`config.mk`:
```
export PLATFORM = sky130hd
export DESIGN_NAME = bus_decode_top
export DESIGN_NICKNAME = d
export VERILOG_FILES = /design/src/rtl/bus_decode_pkg.sv /design/src/rtl/bus_region_decode.sv /design/src/rtl/bus_cmd_strobe.sv /design/src/rtl/bus_wait_gen.sv /design/src/rtl/bus_decode_top.sv
export SDC_FILE = /design/constraint.sdc
export NUM_CORES = 1
export LEC_CHECK = 0
export ABC_AREA = 1
export BUFFER_PORTS_ARGS = -buffer_cell sky130_fd_sc_hd__buf_2
export CORE_AREA = 2 2 39 41
export DETAILED_ROUTE_END_ITERATION = 16
export DIE_AREA = 0 0 41 43
export MAX_ROUTING_LAYER = met4
export PLACE_DENSITY = 0.57
export SLEW_MARGIN = 20
export SYNTH_ARGS = -nofsm -noshare
export SYNTH_HDL_FRONTEND = slang
export SYNTH_SLANG_ARGS = --single-unit
```
`constraint.sdc`:
```
create_clock -name clk -period 1.01 [get_ports clk]
set_clock_uncertainty 0.05 [all_clocks]
set_input_delay 0.1515 -clock clk [delete_from_list [all_inputs] [get_ports clk]]
set_output_delay 0.1515 -clock clk [all_outputs]
set_load 0.005 [all_outputs]
```
`src/rtl/bus_decode_pkg.sv`:
```
package bus_decode_pkg;

  typedef enum logic [1:0] {
    WS_IDLE = 2'd0,
    WS_WAIT = 2'd1,
    WS_HOLD = 2'd2
  } ws_state_e;

endpackage

```
`src/rtl/bus_region_decode.sv`:
```
module bus_region_decode #(
  parameter int ADDR_W    = 20,
  parameter int PORT_W    = 16,
  parameter int ROM_LOG2  = 15,
  parameter int SRAM_LOG2 = 19,
  parameter int PPI_LOG2  = 2,
  parameter logic [ADDR_W-1:0] ROM_BASE  = 20'hF8000,
  parameter logic [ADDR_W-1:0] SRAM_BASE = 20'h00000,
  parameter logic [PORT_W-1:0] PPI_BASE  = 16'h0060
) (
  input  logic [ADDR_W-1:0] addr,
  input  logic              io_m,
  output logic              rom_hit,
  output logic              sram_hit,
  output logic              ppi_hit
);

  localparam int ROM_TAG_W  = ADDR_W - ROM_LOG2;
  localparam int SRAM_TAG_W = ADDR_W - SRAM_LOG2;
  localparam int PPI_TAG_W  = PORT_W - PPI_LOG2;

  logic [ROM_TAG_W-1:0]  rom_tag;
  logic [SRAM_TAG_W-1:0] sram_tag;
  logic [PPI_TAG_W-1:0]  ppi_tag;

  always_comb begin
    rom_tag  = addr[ADDR_W-1:ROM_LOG2];
    sram_tag = addr[ADDR_W-1:SRAM_LOG2];
    ppi_tag  = addr[PORT_W-1:PPI_LOG2];
    rom_hit  = !io_m && (rom_tag  == ROM_BASE[ADDR_W-1:ROM_LOG2]);
    sram_hit = !io_m && (sram_tag == SRAM_BASE[ADDR_W-1:SRAM_LOG2]);
    ppi_hit  =  io_m && (ppi_tag  == PPI_BASE[PORT_W-1:PPI_LOG2]);
  end

endmodule

```
`src/rtl/bus_cmd_strobe.sv`:
```
module bus_cmd_strobe (
  input  logic run,
  input  logic io_m,
  input  logic rd_n,
  input  logic wr_n,
  output logic mem_rd_n,
  output logic mem_wr_n,
  output logic io_rd_n,
  output logic io_wr_n,
  output logic cycle_act
);

  logic rd_act;
  logic wr_act;

  always_comb begin
    rd_act    = run && !rd_n;
    wr_act    = run && !wr_n;
    mem_rd_n  = !(rd_act && !io_m);
    mem_wr_n  = !(wr_act && !io_m);
    io_rd_n   = !(rd_act &&  io_m);
    io_wr_n   = !(wr_act &&  io_m);
    cycle_act = rd_act || wr_act;
  end

endmodule

```
`src/rtl/bus_wait_gen.sv`:
```
module bus_wait_gen
  import bus_decode_pkg::*;
#(
  parameter int WAIT_CYCLES = 1
) (
  input  logic clk,
  input  logic rst_n,
  input  logic slow_rd,
  output logic ready
);

  localparam int CNT_W = (WAIT_CYCLES > 1) ? $clog2(WAIT_CYCLES) : 1;
  localparam logic [CNT_W-1:0] CNT_LOAD = CNT_W'(WAIT_CYCLES - 1);

  ws_state_e        state_q, state_d;
  logic [CNT_W-1:0] cnt_q, cnt_d;
  logic             cnt_en;

  always_comb begin
    state_d = state_q;
    cnt_d   = cnt_q;
    cnt_en  = 1'b0;
    unique case (state_q)
      WS_IDLE: begin
        if (slow_rd) begin
          state_d = WS_WAIT;
          cnt_d   = CNT_LOAD;
          cnt_en  = 1'b1;
        end
      end
      WS_WAIT: begin
        if (!slow_rd) begin
          state_d = WS_IDLE;
        end else if (cnt_q == '0) begin
          state_d = WS_HOLD;
        end else begin
          cnt_d  = cnt_q - 1'b1;
          cnt_en = 1'b1;
        end
      end
      WS_HOLD: begin
        if (!slow_rd) state_d = WS_IDLE;
      end
      default: state_d = WS_IDLE;
    endcase
  end

  always_ff @(posedge clk or negedge rst_n) begin
    if (!rst_n) begin
      state_q <= WS_IDLE;
    end else begin
      state_q <= state_d;
    end
  end

  always_ff @(posedge clk or negedge rst_n) begin
    if (!rst_n) begin
      cnt_q <= '0;
    end else if (cnt_en) begin
      cnt_q <= cnt_d;
    end
  end

  assign ready = (state_q != WS_WAIT);

endmodule

```
`src/rtl/bus_decode_top.sv`:
```
module bus_decode_top #(
  parameter int ADDR_W      = 20,
  parameter int PORT_W      = 16,
  parameter int ROM_LOG2    = 15,
  parameter int SRAM_LOG2   = 19,
  parameter int PPI_LOG2    = 2,
  parameter int WAIT_CYCLES = 1
) (
  input  logic                clk,
  input  logic                rst_n,
  input  logic [ADDR_W-1:0]   addr,
  input  logic                io_m,
  input  logic                rd_n,
  input  logic                wr_n,
  output logic                rom_cs_n,
  output logic                sram_cs_n,
  output logic                ppi_cs_n,
  output logic [PPI_LOG2-1:0] ppi_reg,
  output logic                mem_rd_n,
  output logic                mem_wr_n,
  output logic                io_rd_n,
  output logic                io_wr_n,
  output logic                ready
);

  logic run_q;
  logic rom_hit, sram_hit, ppi_hit;
  logic cycle_act;
  logic slow_rd;

  // Reset is applied at once and released on the next clock edge.
  always_ff @(posedge clk or negedge rst_n) begin
    if (!rst_n) begin
      run_q <= 1'b0;
    end else begin
      run_q <= 1'b1;
    end
  end

  bus_region_decode #(
    .ADDR_W    (ADDR_W),
    .PORT_W    (PORT_W),
    .ROM_LOG2  (ROM_LOG2),
    .SRAM_LOG2 (SRAM_LOG2),
    .PPI_LOG2  (PPI_LOG2)
  ) region_i (
    .addr     (addr),
    .io_m     (io_m),
    .rom_hit  (rom_hit),
    .sram_hit (sram_hit),
    .ppi_hit  (ppi_hit)
  );

  bus_cmd_strobe strobe_i (
    .run       (run_q),
    .io_m      (io_m),
    .rd_n      (rd_n),
    .wr_n      (wr_n),
    .mem_rd_n  (mem_rd_n),
    .mem_wr_n  (mem_wr_n),
    .io_rd_n   (io_rd_n),
    .io_wr_n   (io_wr_n),
    .cycle_act (cycle_act)
  );

  always_comb begin
    rom_cs_n  = !(rom_hit  && cycle_act);
    sram_cs_n = !(sram_hit && cycle_act);
    ppi_cs_n  = !(ppi_hit  && cycle_act);
    ppi_reg   = addr[PPI_LOG2-1:0];
    slow_rd   = !rom_cs_n && !mem_rd_n;
  end

  bus_wait_gen #(
    .WAIT_CYCLES (WAIT_CYCLES)
  ) wait_i (
    .clk     (clk),
    .rst_n   (rst_n),
    .slow_rd (slow_rd),
    .ready   (ready)
  );

endmodule

```
==> results of run 1 <==
-- synthesized netlist by cell type, drive strengths merged --
master,n,area (um2)
or2,1,6.26
buf,2,15.0
nor2,13,51.3
conb,1,3.75
nand2,12,45.0
a21oi,1,5.00
inv,7,26.3
dfrtp,3,75.1
nor3,1,10.0
nand3,5,25.0
-- worst max-delay path, cell delays in order, from the launching register on --
cell and delay [ns]:
dfrtp_1 0.35, inv_2 0.05, buf_6 0.11, nor3_4 0.11
inv_1 0.05, buf_2 0.12
-- worst max-delay path by stage --
stage | endpoint | slack (ns)
6_report | mem_rd_n | -0.21
5_1_grt | mem_rd_n | -0.27
4_1_cts | mem_rd_n | -0.23
3_5_place_dp | rom_cs_n | -0.02
3_3_place_gp | mem_rd_n | -0.005
2_1_floorplan | wait_i.state_q[1]$_DFFE_PN0P_ | 0.1
-- timing repair --
| action | in CTS | in global routing |
|---|---|---|
| endpoints found under the setup margin | 8 | 10 |
| hold buffers | 1 | 0 |
| gates cloned | 0 | 0 |
| gates resized for setup | 4 | 0 |
| hold endpoints to repair | 3 | 0 |
| pin swaps | 2 | 0 |
| buffers inserted | 2 | 0 |
-- routing by layer --
layer / wire, um / vias to the layer above / track usage
li1: - / 208 / -
met1: 286 / 168 / 0.0977
met3: 90 / 0 / 0.0209
met2: 429 / 19 / 0.184
met4: 0 / 0 / 0.0933
met5: 0 / - / -
-- logic make-up (layout without fill, tap and decap cells) --
logic type,Yosys count,count (layout)
simple gates,32,32
compound gates,1,1
buf+inv,9,46
other cells,1,1
flops,3,3
-- power by group through the flow --
stage	clock [mW]	combinational [mW]	sequential, mW
CTS	0.218	0.109	0.124
finish	0.207	0.108	0.124
detailed placement	0	0.0948	0.126
floorplan	0	0.0348	0.126
global route	0.226	0.124	0.124
global placement	0	0.0930	0.126
-- final cells by class --
class	instances	area [um2]	share of cell area
Timing Repair Buffer	35	194	0.389
Multi-Input combinational cell	34	156	0.314
Sequential cell	3	75.1	0.151
Tap cell	16	20.0	0.0402
Inverter	7	26.3	0.0528
Clock buffer	4	26.3	0.0528
-- registers in the layout (all words and copies together) (netlist names) --
| signal | flops |
|---|---|
| run_q | 1 |
| wait_i.state_q | 2 |
==> impl_metrics.csv, run 1 <==
group,metric,value,unit
floorplan,num_rows,14,
sta,fmax,0.817,GHz
placed_design,io_buffers,30,
worst_setup_path,crit_arrival,1.02,ns
finish,fin_util,0.360,
placed_design,gp_congestion,0.769,
finish,layout_common_cells,"30 x buf_2, 12 x nand2_1, 12 x nor2_1",
worst_setup_path,reg2reg_setup_slack,-0.12,ns
sta,setup_violations,10,
pwr,p_per_area,883,mW/mm2
synthesis,syn_area_per_cell,5.71,um2
synthesis,synth_xor_area_frac,0,
synthesis,synth_compound_area_frac,0.0190,
synthesis,synth_top_family_by_area,"simple AND/OR/NAND/NOR gates",
worst_setup_path,cp-end-kind,"primary output",
floorplan,design.core.area,0.00138,mm2
placed_design,hpwl,655,um
finish,final_nets,109,
synthesis,ys_seq_area_frac,0.286,
route,vias,395,
finish,fin_cells,99,
placed_design,dpl.cell_count,92,
cts,htreeDepth,1,
cts,root_buffer,"clkbuf_4",
synthesis,yosys.area_share.simple,0.524,
sta,maxSlewViolCount,0,
route,first_pass_iters,3,
worst_setup_path,path_class,"reg -> out",
worst_setup_path,r2r_start,"run_q$_DFF_PN0_",
pwr,p_int,0.331,mW
worst_setup_path,cp_max_fo,2,
pwr,power.total,0.440,mW
synthesis,synth-adder-area-share,0,
floorplan,die_height,43,um
cts,cts_num_sinks,3,
synthesis,syn_inst,46,
route,vias_per_cell,3.99,
sta,timing.final.ws_setup,-0.214,ns
placed_design,placed_cell_area,433,um2
finish,post-route-cell-area,498,um2
synthesis,syn-num-nets,71,
route,drtIter0Drc,5,
cts,cts_buffer_depth,2,
route,antenna_left,0,
global_route,antenna_found_initial,0,
floorplan,dieArea,0.00176,mm2
placed_design,place_ws,-0.0203,ns
status,violations,"negative setup slack",
finish,num_antenna_cells,0,
worst_setup_path,worstReg2RegEnd,"wait_i.state_q[0]$_DFFE_PN0P_",
floorplan,io-pin-count,35,
route,drc,0,
global_route,grt_use_total,0.111,
finish,n_fill_cell,171,
pwr,power_switching,0.108,mW
status,outcome,"finished with violations",
cts,clk_latency,0.23,ns
sta,hold_ws,0.203,ns
synthesis,synth_cell_types,12,
synthesis,synth_mux_area_frac,0,
global_route,grt_pass1_wl,1.30,mm
pwr,switching_share,0.246,
pwr,power_frac_clock,0.472,
synthesis,syn_area,263,um2
synthesis,ys_seq_elements,3,
pwr,comb_power_share,0.245,
finish,layout-drive-gt1-share,0.518,
global_route,grt.overflow.total,0,
pwr,leakagePower,0.268,nW
worst_setup_path,reg2regPathDepth,7,
pwr,p_seq_frac,0.283,
finish,final_common_cell,"buf_2",
floorplan,initial_core_util,0.190,
cts,cts_buffers,3,
worst_setup_path,critPathRequiredTime,0.81,ns
synthesis,yosys_warnings,0,
sta,min_period_over_period,1.21,
sta,tns,-1.32,ns
sta,hold_viol,0,
pwr,irDropWorstVdd,0.486,mV
global_route,grt_pass1_vias,401,
worst_setup_path,crit_path_start_kind,"register",
cts,cts_tree,"built",
job,drv_cap,0,
finish,syn2layout_area_growth,89.5,%
floorplan,die_x,41,um
hold_path,min_path_type,"in -> async",
route,wirelength,807,um
sta,rsz0062_at_grt,"true",
cts,clk_pin_slew,0.04,ns
worst_setup_path,cp-startpoint,"run_q$_DFF_PN0_",
route,routedWlPerCell,8.15,um
sta,fin_crit,1.22,ns
global_route,grt_max_degree,6,
Note: power is estimated with default switching activity, not from simulation.
==> run 2: changes to the inputs <==
--- a/config.mk
+++ b/config.mk
@@ -11,7 +11,7 @@
 export DETAILED_ROUTE_END_ITERATION = 16
 export DIE_AREA = 0 0 41 43
 export MAX_ROUTING_LAYER = met4
-export PLACE_DENSITY = 0.57
+export PLACE_DENSITY = 0.65
 export SLEW_MARGIN = 20
 export SYNTH_ARGS = -nofsm -noshare
 export SYNTH_HDL_FRONTEND = slang
==> run 2 against run 1 <==
- the flow still finishes with violations (negative setup slack)
- register-to-register slack better by 0.06 ns
- die area stayed put
- power is 0.22% higher
- maximum frequency is 4.3% lower
- first-iteration DRC count is 40% lower
- hold slack worse by 0.0024 ns
==> impl_metrics.csv, run 2 (same netlist as run 1, synthesis figures left out) <==
group,metric,value,unit
status,outcome,"finished with violations",
status,violations,"negative setup slack",
pwr,leakagePower,0.276,nW
floorplan,dieArea,0.00176,mm2
floorplan,initial_core_util,0.190,
sta,min_period_over_period,1.27,
global_route,grt_pass1_wl,1.26,mm
pwr,power.total,0.441,mW
pwr,irDropWorstVdd,0.663,mV
finish,layout_common_cells,"30 x buf_2, 11 x nand2_1, 11 x nor2_1",
cts,cts_num_sinks,3,
job,drv_cap,0,
sta,maxSlewViolCount,0,
floorplan,die_height,43,um
placed_design,hpwl,656,um
finish,top_regs,"wait_i.state_q: 2 flops, run_q: 1 flops",
global_route,grt.overflow.total,0,
worst_setup_path,critPathRequiredTime,0.81,ns
global_route,grt_pass1_vias,405,
worst_setup_path,worstReg2RegEnd,"wait_i.state_q[0]$_DFFE_PN0P_",
global_route,antenna_found_initial,0,
worst_setup_path,reg2regPathDepth,6,
placed_design,gp_congestion,0.662,
floorplan,io-pin-count,35,
sta,fmax,0.781,GHz
sta,rsz0062_at_grt,"true",
route,vias,387,
worst_setup_path,reg2reg_setup_slack,-0.06,ns
route,drtIter0Drc,3,
finish,post-route-cell-area,508,um2
sta,tns,-1.34,ns
route,routedWlPerCell,8.11,um
sta,fin_crit,1.28,ns
floorplan,num_rows,14,
cts,clk_latency,0.23,ns
worst_setup_path,cp_max_fo,2,
cts,cts_tree,"built",
sta,timing.final.ws_setup,-0.270,ns
worst_setup_path,r2r_start,"run_q$_DFF_PN0_",
worst_setup_path,crit_path_start_kind,"register",
cts,htreeDepth,1,
pwr,p_per_area,867,mW/mm2
finish,final_nets,108,
placed_design,placed_cell_area,433,um2
finish,final_common_cell,"buf_2",
sta,hold_viol,0,
worst_setup_path,crit_arrival,1.08,ns
route,antenna_left,0,
floorplan,design.core.area,0.00138,mm2
route,drc,0,
finish,largest-register,"wait_i.state_q",
route,wirelength,795,um
placed_design,place_ws,-0.0461,ns
placed_design,io_buffers,30,
worst_setup_path,path_class,"reg -> out",
finish,syn2layout_area_growth,93.3,%
route,vias_per_cell,3.95,
cts,clk_pin_slew,0.04,ns
route,first_pass_iters,3,
cts,cts_buffer_depth,2,
finish,largest_reg_flops,2,
cts,root_buffer,"clkbuf_4",
floorplan,die_x,41,um
worst_setup_path,cp-end-kind,"primary output",
finish,layout-drive-gt1-share,0.537,
finish,num_antenna_cells,0,
sta,setup_violations,10,
global_route,grt_use_total,0.106,
cts,cts_buffers,3,
global_route,grt_max_degree,6,
hold_path,min_path_type,"in -> async",
run 2: metrics by stage:
| stage | utilization | hold WS (ns) | cells |
|---|---|---|---|
| 2_1_floorplan | - | -0.194 | 46 |
| 3_3_place_gp | 0.313 | -0.0984 | 92 |
| 3_5_place_dp | 0.313 | -0.0975 | 92 |
| 4_1_cts | 0.349 | 0.193 | 97 |
| 5_1_grt | 0.367 | 0.191 | 98 |
| 6_report | 0.367 | 0.200 | 98 |
run 2: final cells by class:
| type | instances | area, um2 |
|---|---|---|
| timing repair buffer | 34 | 186 |
| fill | 162 | 876 |
| clock buffer | 4 | 26.3 |
| sequential | 3 | 75.1 |
| multi-input combinational | 34 | 174 |
| tap | 16 | 20.0 |
| inverter | 7 | 26.3 |
run 2: routing by layer:
metal / wire length (um) / track usage / share of wire / vias up
met1: 320 / 0.104 / 0.40 / 160
met2: 387 / 0.181 / 0.49 / 22
met5: 0 / - / 0 / -
met4: 0 / 0.0400 / 0 / 0
met3: 88 / 0.0366 / 0.11 / 0
li1: - / - / - / 205
run 2: repair_timing:
action / CTS / global route
pin swaps: 0 / 2
setup buffers: 0 / 1
endpoints found under the setup margin: 8 / 10
resized for setup: 4 / 4
endpoints found under the hold margin: 3 / 0
hold buffers: 1 / 0
run 2: worst max path at each step:
stage,cells past startpoint,start,endpoint
2_1_floorplan,3,wait_i.state_q[1]$_DFFE_PN0P_,wait_i.state_q[1]$_DFFE_PN0P_
3_3_place_gp,4,run_q$_DFF_PN0_,ppi_cs_n
3_5_place_dp,4,run_q$_DFF_PN0_,rom_cs_n
4_1_cts,5,run_q$_DFF_PN0_,mem_rd_n
5_1_grt,5,run_q$_DFF_PN0_,mem_rd_n
6_report,5,run_q$_DFF_PN0_,mem_rd_n
run 2: critical path, cell delays in order, from the launching register on:
cell     delay, ns
dfrtp_1       0.35
inv_2         0.06
buf_6         0.12
nor3_4        0.13
inv_1         0.07
buf_2         0.12
run 2: power breakdown:
part           internal (mW)  total [mW]  switching (mW)
registers              0.123       0.125         0.00149
clock network          0.148       0.205          0.0575
logic                 0.0602       0.111          0.0504
